### src/rtl/tdr_pkg.sv
package tdr_pkg;
  typedef enum logic [2:0] {
    S_IDLE  = 3'd0,
    S_SCAN  = 3'd1,
    S_ZCLR  = 3'd2,
    S_PURGE = 3'd3,
    S_RPLY  = 3'd4
  } seq_state_t;
endpackage

### src/rtl/frag_store.sv
module frag_store #(
  parameter int DEPTH  = 16,
  parameter int OBJ_W  = 6,
  parameter int TILE_W = 6,
  parameter int DATA_W = 16,
  localparam int IDX_W = (DEPTH > 1) ? $clog2(DEPTH) : 1
) (
  input  logic              clk,
  input  logic              rst,
  input  logic              ld_en,
  input  logic [OBJ_W-1:0]  ld_obj,
  input  logic [TILE_W-1:0] ld_tile,
  input  logic [DATA_W-1:0] ld_data,
  output logic              has_free,
  input  logic [OBJ_W-1:0]  key_obj,
  output logic              hit,
  output logic [TILE_W-1:0] hit_tile,
  input  logic              pg_en,
  input  logic [TILE_W-1:0] pg_tile,
  input  logic [IDX_W-1:0]  rd_idx,
  output logic              rd_vld,
  output logic [OBJ_W-1:0]  rd_obj,
  output logic [TILE_W-1:0] rd_tile,
  output logic [DATA_W-1:0] rd_data
);
  logic [DEPTH-1:0]  vld;
  logic [OBJ_W-1:0]  s_obj  [DEPTH];
  logic [TILE_W-1:0] s_tile [DEPTH];
  logic [DATA_W-1:0] s_data [DEPTH];
  logic [DEPTH-1:0]  key_m;
  logic [IDX_W-1:0]  free_idx;

  always_comb begin
    free_idx = '0;
    hit_tile = '0;
    for (int i = DEPTH - 1; i >= 0; i--) begin
      if (!vld[i]) free_idx = IDX_W'(i);
      if (key_m[i]) hit_tile = s_tile[i];
    end
  end

  assign has_free = ~&vld;
  assign hit      = |key_m;

  genvar g;
  generate
    for (g = 0; g < DEPTH; g++) begin : g_slot
      assign key_m[g] = vld[g] && (s_obj[g] == key_obj);
      always_ff @(posedge clk) begin
        if (rst) begin
          vld[g] <= 1'b0;
        end else if (ld_en && free_idx == IDX_W'(g)) begin
          vld[g] <= 1'b1;
        end else if (pg_en && key_m[g] && s_tile[g] == pg_tile) begin
          vld[g] <= 1'b0;
        end
      end
      always_ff @(posedge clk) begin
        if (ld_en && free_idx == IDX_W'(g)) begin
          s_obj[g]  <= ld_obj;
          s_tile[g] <= ld_tile;
          s_data[g] <= ld_data;
        end
      end
    end
  endgenerate

  assign rd_vld  = vld[rd_idx];
  assign rd_obj  = s_obj[rd_idx];
  assign rd_tile = s_tile[rd_idx];
  assign rd_data = s_data[rd_idx];


  ld_no_full_chk: assert property (@(posedge clk) disable iff (rst)
    ld_en |-> has_free);


  purge_gone_chk: assert property (@(posedge clk) disable iff (rst)
    pg_en |=> !(hit && hit_tile == $past(pg_tile) && key_obj == $past(key_obj)));
endmodule

### src/rtl/zclear_gen.sv
module zclear_gen #(
  parameter int TILE_W   = 6,
  parameter int SIDE_LOG = 2,
  parameter int Z_W      = 24,
  localparam int PIX_W   = 2 * SIDE_LOG,
  localparam int ZA_W    = TILE_W + PIX_W
) (
  input  logic              clk,
  input  logic              rst,
  input  logic              start,
  input  logic [TILE_W-1:0] tile,
  input  logic              ready,
  output logic              valid,
  output logic [ZA_W-1:0]   addr,
  output logic [Z_W-1:0]    data,
  output logic              fin
);
  logic [PIX_W-1:0]  cnt;
  logic [TILE_W-1:0] tile_q;

  assign addr = {tile_q, cnt};
  assign data = {Z_W{1'b1}};
  assign fin  = valid && ready && (cnt == {PIX_W{1'b1}});

  always_ff @(posedge clk) begin
    if (rst) begin
      valid  <= 1'b0;
      cnt    <= '0;
      tile_q <= '0;
    end else if (start && !valid) begin
      valid  <= 1'b1;
      cnt    <= '0;
      tile_q <= tile;
    end else if (valid && ready) begin
      cnt <= cnt + 1'b1;
      if (cnt == {PIX_W{1'b1}}) valid <= 1'b0;
    end
  end


  zw_step_chk: assert property (@(posedge clk) disable iff (rst)
    (valid && ready && addr[PIX_W-1:0] != {PIX_W{1'b1}})
      |=> (valid && addr == ZA_W'($past(addr) + 1'b1)));


  zw_hold_chk: assert property (@(posedge clk) disable iff (rst)
    (valid && !ready) |=> (valid && $stable(addr)));
endmodule

### src/rtl/tile_repair_seq.sv
module tile_repair_seq
  import tdr_pkg::*;
#(
  parameter int DEPTH       = 16,
  parameter int OBJ_W       = 6,
  parameter int TILE_W      = 6,
  parameter int DATA_W      = 16,
  parameter int SIDE_LOG    = 2,
  parameter int Z_W         = 24,
  parameter int NUM_REN     = 4,
  parameter int RENDERER_ID = 0,
  localparam int IDX_W      = (DEPTH > 1) ? $clog2(DEPTH) : 1,
  localparam int ZA_W       = TILE_W + 2 * SIDE_LOG,
  localparam int REN_W      = (NUM_REN > 1) ? $clog2(NUM_REN) : 1
) (
  input  logic              clk,
  input  logic              rst,
  input  logic              frag_valid,
  output logic              frag_ready,
  input  logic [OBJ_W-1:0]  frag_obj,
  input  logic [TILE_W-1:0] frag_tile,
  input  logic [DATA_W-1:0] frag_data,
  input  logic              del_valid,
  output logic              del_ready,
  input  logic [OBJ_W-1:0]  del_obj,
  output logic              busy,
  output logic              done,
  output logic              zw_valid,
  input  logic              zw_ready,
  output logic [ZA_W-1:0]   zw_addr,
  output logic [Z_W-1:0]    zw_data,
  output logic              rp_valid,
  input  logic              rp_ready,
  output logic [OBJ_W-1:0]  rp_obj,
  output logic [TILE_W-1:0] rp_tile,
  output logic [DATA_W-1:0] rp_data
);
  localparam logic [REN_W-1:0] RID  = REN_W'(RENDERER_ID);
  localparam logic [IDX_W-1:0] LAST = IDX_W'(DEPTH - 1);

  seq_state_t        st;
  logic [OBJ_W-1:0]  tgt;
  logic [TILE_W-1:0] cur_tile;
  logic [IDX_W-1:0]  ptr;
  logic              owned, has_free, ld_en;
  logic              hit, zc_start, zc_fin, pg_en;
  logic [TILE_W-1:0] hit_tile;
  logic              rd_vld;
  logic [OBJ_W-1:0]  rd_obj;
  logic [TILE_W-1:0] rd_tile;
  logic [DATA_W-1:0] rd_data;
  logic              rd_match;

  assign owned      = (frag_tile[REN_W-1:0] == RID) || (NUM_REN == 1);
  assign frag_ready = (st == S_IDLE) && has_free;
  assign ld_en      = frag_valid && frag_ready && owned;
  assign del_ready  = (st == S_IDLE);
  assign busy       = (st != S_IDLE);
  assign zc_start   = (st == S_SCAN) && hit;
  assign pg_en      = (st == S_PURGE);
  assign rd_match   = rd_vld && (rd_tile == cur_tile);

  frag_store #(
    .DEPTH(DEPTH), .OBJ_W(OBJ_W), .TILE_W(TILE_W), .DATA_W(DATA_W)
  ) u_store (
    .clk(clk), .rst(rst),
    .ld_en(ld_en), .ld_obj(frag_obj), .ld_tile(frag_tile), .ld_data(frag_data),
    .has_free(has_free),
    .key_obj(tgt), .hit(hit), .hit_tile(hit_tile),
    .pg_en(pg_en), .pg_tile(cur_tile),
    .rd_idx(ptr), .rd_vld(rd_vld), .rd_obj(rd_obj), .rd_tile(rd_tile),
    .rd_data(rd_data)
  );

  zclear_gen #(
    .TILE_W(TILE_W), .SIDE_LOG(SIDE_LOG), .Z_W(Z_W)
  ) u_zclr (
    .clk(clk), .rst(rst), .start(zc_start), .tile(hit_tile),
    .ready(zw_ready), .valid(zw_valid), .addr(zw_addr), .data(zw_data),
    .fin(zc_fin)
  );

  always_ff @(posedge clk) begin
    if (rst) begin
      st       <= S_IDLE;
      tgt      <= '0;
      cur_tile <= '0;
      ptr      <= '0;
      done     <= 1'b0;
      rp_valid <= 1'b0;
      rp_obj   <= '0;
      rp_tile  <= '0;
      rp_data  <= '0;
    end else begin
      done <= 1'b0;
      case (st)
        S_IDLE: if (del_valid) begin
          tgt <= del_obj;
          st  <= S_SCAN;
        end
        S_SCAN: if (hit) begin
          cur_tile <= hit_tile;
          st       <= S_ZCLR;
        end else begin
          done <= 1'b1;
          st   <= S_IDLE;
        end
        S_ZCLR: if (zc_fin) st <= S_PURGE;
        S_PURGE: begin
          ptr <= '0;
          st  <= S_RPLY;
        end
        S_RPLY: begin
          if (rp_valid) begin
            if (rp_ready) begin
              rp_valid <= 1'b0;
              if (ptr == LAST) st <= S_SCAN;
              else ptr <= ptr + 1'b1;
            end
          end else if (rd_match) begin
            rp_valid <= 1'b1;
            rp_obj   <= rd_obj;
            rp_tile  <= rd_tile;
            rp_data  <= rd_data;
          end else if (ptr == LAST) begin
            st <= S_SCAN;
          end else begin
            ptr <= ptr + 1'b1;
          end
        end
        default: st <= S_IDLE;
      endcase
    end
  end


  rp_not_deleted_chk: assert property (@(posedge clk) disable iff (rst)
    rp_valid |-> (rp_obj != tgt));


  rp_tile_chk: assert property (@(posedge clk) disable iff (rst)
    rp_valid |-> (rp_tile == cur_tile));


  stream_excl_chk: assert property (@(posedge clk) disable iff (rst)
    !(zw_valid && rp_valid));


  busy_start_chk: assert property (@(posedge clk) disable iff (rst)
    $rose(busy) |-> $past(del_valid && del_ready));


  done_pulse_chk: assert property (@(posedge clk) disable iff (rst)
    done |=> !done);


  rp_hold_chk: assert property (@(posedge clk) disable iff (rst)
    (rp_valid && !rp_ready) |=> (rp_valid && $stable({rp_obj, rp_tile, rp_data})));
endmodule

### config.mk
export PLATFORM = sky130hd
export DESIGN_NAME = tile_repair_seq
export DESIGN_NICKNAME = d
export VERILOG_FILES = /design/src/rtl/tdr_pkg.sv /design/src/rtl/frag_store.sv /design/src/rtl/zclear_gen.sv /design/src/rtl/tile_repair_seq.sv
export SDC_FILE = /design/constraint.sdc
export NUM_CORES = 1
export LEC_CHECK = 0
export BUFFER_PORTS_ARGS = -buffer_cell sky130_fd_sc_hd__buf_2
export CORE_AREA = 2 2 210 212
export DETAILED_ROUTE_END_ITERATION = 12
export DIE_AREA = 0 0 212 214
export HOLD_SLACK_MARGIN = 0.03
export MAX_ROUTING_LAYER = met4
export PLACE_DENSITY = 0.81
export SYNTH_ARGS = -nofsm -noshare
export SYNTH_HDL_FRONTEND = slang
export SYNTH_SLANG_ARGS = --single-unit
### constraint.sdc
create_clock -name clk -period 3.5 [get_ports clk]
set_clock_uncertainty 0.2 [all_clocks]
set_input_delay 0.7 -clock clk [delete_from_list [all_inputs] [get_ports clk]]
set_output_delay 0.7 -clock clk [all_outputs]
set_load 0.02 [all_outputs]
==> impl_metrics.yaml <==
worst_setup_path:
  cp.required_ns: 3.80
  r2r-start: "tgt[4]"
  arrival_ns: 3.73
  critPathCaptureType: "flop"
  crit_fanout: 9
  worstSetupPathType: "flop to flop"
  worstSetupStartpointType: "flop"
  startpoint: "tgt[4]"
grt:
  grt_max_degree: 89
  antenna_found_initial: 2
  grt_pass1_wl_microns: 97600
  grt_overflow: 0
  grt_use_total_pct: 30.8
  grt_pass1_vias: 14400
floorplan:
  start_util_pct: 55.5
  io_pins: 108
  num_rows: 76
  die_x_microns: 212
  dieArea_sq_um: 45400
  fp.dieH_microns: 214
  core_area_sq_um: 42900
synth:
  netlist_area_sq_um: 23800
  synthDistinctLibCells: 68
  synth_edf_count: 448
  ys_ff_latch: 528
  ys_seq_area_share_pct: 63.3
  synth_top_area_share_pct: 56.5
  syn_inst: 1493
  synth.area.top_cells: "edfxtp_1 (57%), mux4_2 (12%), dfxtp_1 (6.7%)"
  avgSynthCellArea_sq_um: 15.9
  yosys.area.top_type: "edfxtp_1"
  yosysWarnings: 0
  async_reset_ff_share_pct: 0
  synth_ff_type: "edfxtp_1"
placement:
  port_buffers: 83
  dpl_cell_area_sq_um: 25600
  dp_hpwl_microns: 43500
  place_congestion: 1.03
cts:
  cts_tree: "yes"
  cts_buffers: 53
  clk_pin_slew_worst_paths_ns: 0.06
  htreeDepth: 2
  cts_root_buf: "clkbuf_16"
  clock_path_buffers: 3
  clk_latency_ns: 0.62
  cts_num_sinks: 528
layout:
  nFillCells: 2930
  finalInstanceArea_sq_um: 27700
  fin_nets: 1695
  final_util_pct: 64.5
  drive_gt1_share_pct: 26.4
  synthToLayoutAreaGrowth_pct: 16.3
status:
  status: "finished clean"
detailed_routing:
  drc_errors: 0
  dr.pass1.iters: 6
  vias_per_cell: 6.49
  drt-initial-drc-count: 2195
  via_count: 14800
  wire_per_inst_microns: 29.7
  drtAntennaViolNets: 0
  finalWirelength_microns: 67900
power:
  vdd_drop_max_mv: 0.723
  powerDensity_nw_per_um2: 476
  p_total_mw: 13.2
  leakage_nw: 9.09
sta:
  final-setup-viol-count: 0
  fmax_ghz: 0.291
  worst_slew_pin_slew_ns: 0.851
  maxSlewViolCount: 0
  worst_slew_margin_rel_pct: 43.3
  finalCritPeriodShare_pct: 98.0
  hold_viol: 0
  min_period_ns: 3.43
  rsz0062_at_grt: "true"
worst_hold_path:
  hold_path.class: "input pin to flop"
  hold_start: "del_obj[2]"
flow_run:
  drv_cap: 0
==> repair_timing <==
item / 4_1_cts / 5_1_grt
setup endpoints to repair: 0 / 38
endpoints found under the hold margin: 0 / 0
resized for setup: 0 / 17
buffers inserted: 0 / 14
hold buffers: 0 / 0
==> cell usage after synthesis (all sizes together) (3+ instances only) <==
master  count
edfxtp    448
mux4      136
xor2      106
xnor2      97
nor2       91
dfxtp      80
buf        61
clkbuf     55
mux2i      55
nand4      35
o21ai      32
nand2      28
nor4       26
a21oi      23
o22ai      23
a221oi     21
inv        18
nor3       16
nand3      15
o221ai     15
a211oi     13
a31oi      10
or3        10
nor2b       8
and3        6
a22oi       5
and2        5
nor3b       5
or4         5
mux2        4
o21bai      4
a21boi      3
o21a        3
==> state kept, by name (all words and copies together), names as in the netlist, 3 cells and up, named ones only <==
signal,cells
u_store.s_obj,96
rp_tile,6
u_store.vld,16
ptr,4
tgt,6
u_zclr.tile_q,6
u_store.s_tile,96
u_zclr.cnt,4
st,3
cur_tile,6
rp_obj,6
rp_data,16
u_store.s_data,256
==> critical path, stage by stage, from the launching register on <==
cell	delay (ns)
dfxtp_1	0.54
buf_4	0.27
xnor2_1	0.15
nand4_1	0.10
or4_1	0.49
nor2_1	0.43
a221oi_1	0.17
o21ai_0	0.21
a21oi_1	0.14
o31a_1	0.31
o41ai_1	0.30
==> per-layer routing <==
layer | part of all wire, % | track usage, %
met1 | 38 | 40.0
met2 | 50 | 50.0
met3 | 9.1 | 5.01
met4 | 3.1 | 9.51
met5 | 0 | -
==> cell usage in the layout, fill, tap and decap left out, drive strengths merged, types with 13 or more instances in the layout <==
cell type / count
o21ai: 32
nand4: 35
buf: 195
mux2i: 55
a211oi: 13
inv: 20
dfxtp: 80
nor2: 91
edfxtp: 448
conb: 24
nand3: 15
nor4: 26
o221ai: 15
xnor2: 97
mux4: 136
a221oi: 21
o22ai: 23
nor3: 16
clkbuf: 84
nand2: 28
xor2: 106
a21oi: 23
==> where the power goes <==
part           internal, mW  switching, mW  total, mW
clock network          3.54           2.43       5.97
registers              6.83         0.0185       6.85
logic                 0.109          0.245      0.354
total                  10.5           2.69       13.2
==> layout make-up <==
| type | count | area (sq um) | area share [%] |
|---|---|---|---|
| well taps | 585 | 732 | 2.64 |
| multi-input cells | 854 | 8320 | 30.0 |
| repair buffers | 198 | 1630 | 5.88 |
| clock inverters | 19 | 297 | 1.07 |
| clock buffers | 81 | 1560 | 5.65 |
| flip-flops and latches | 528 | 15100 | 54.5 |
| inverters | 18 | 67.6 | 0.244 |
| diodes | 2 | 5.00 | 0.0181 |
==> worst paths after layout <==
check                     end  slack, ns  cells past startpoint
max          u_zclr.tile_q[4]       0.07                     10
min                    tgt[2]       0.14                      3
max reg2reg  u_zclr.tile_q[4]       0.07                     10
min reg2reg         rp_obj[1]       0.29                      2
==> kinds of logic (layout without fill, tap and decap cells) <==
group | Yosys count | after routing | synth area share [%]
buffers and inverters | 134 | 316 | 2.84
adder cells (fa/ha/maj) | 2 | 2 | 0.105
XOR/XNOR | 203 | 203 | 7.47
AND/OR/NAND/NOR | 261 | 261 | 5.68
other | 1 | 26 | 0.0158
AO/OA/AOI/OAI | 169 | 169 | 5.00
flip-flops | 528 | 528 | 63.3
multiplexers | 195 | 195 | 15.6
==> metrics by stage <==
| step | setup slack, ns | TNS (ns) | hold slack, ns | cells |
|---|---|---|---|---|
| floorplan | -0.136 | -32.54 | 0.280 | 1516 |
| global placement | 0.0891 | 0 | 0.270 | 2166 |
| detailed placement | 0.0602 | 0 | 0.281 | 2166 |
| CTS | 0.0111 | 0 | 0.121 | 2266 |
| global route | -0.0436 | -0.175 | 0.165 | 2285 |
| finish | 0.0694 | 0 | 0.135 | 2285 |
No activity file was read; power rests on OpenSTA's default activity.
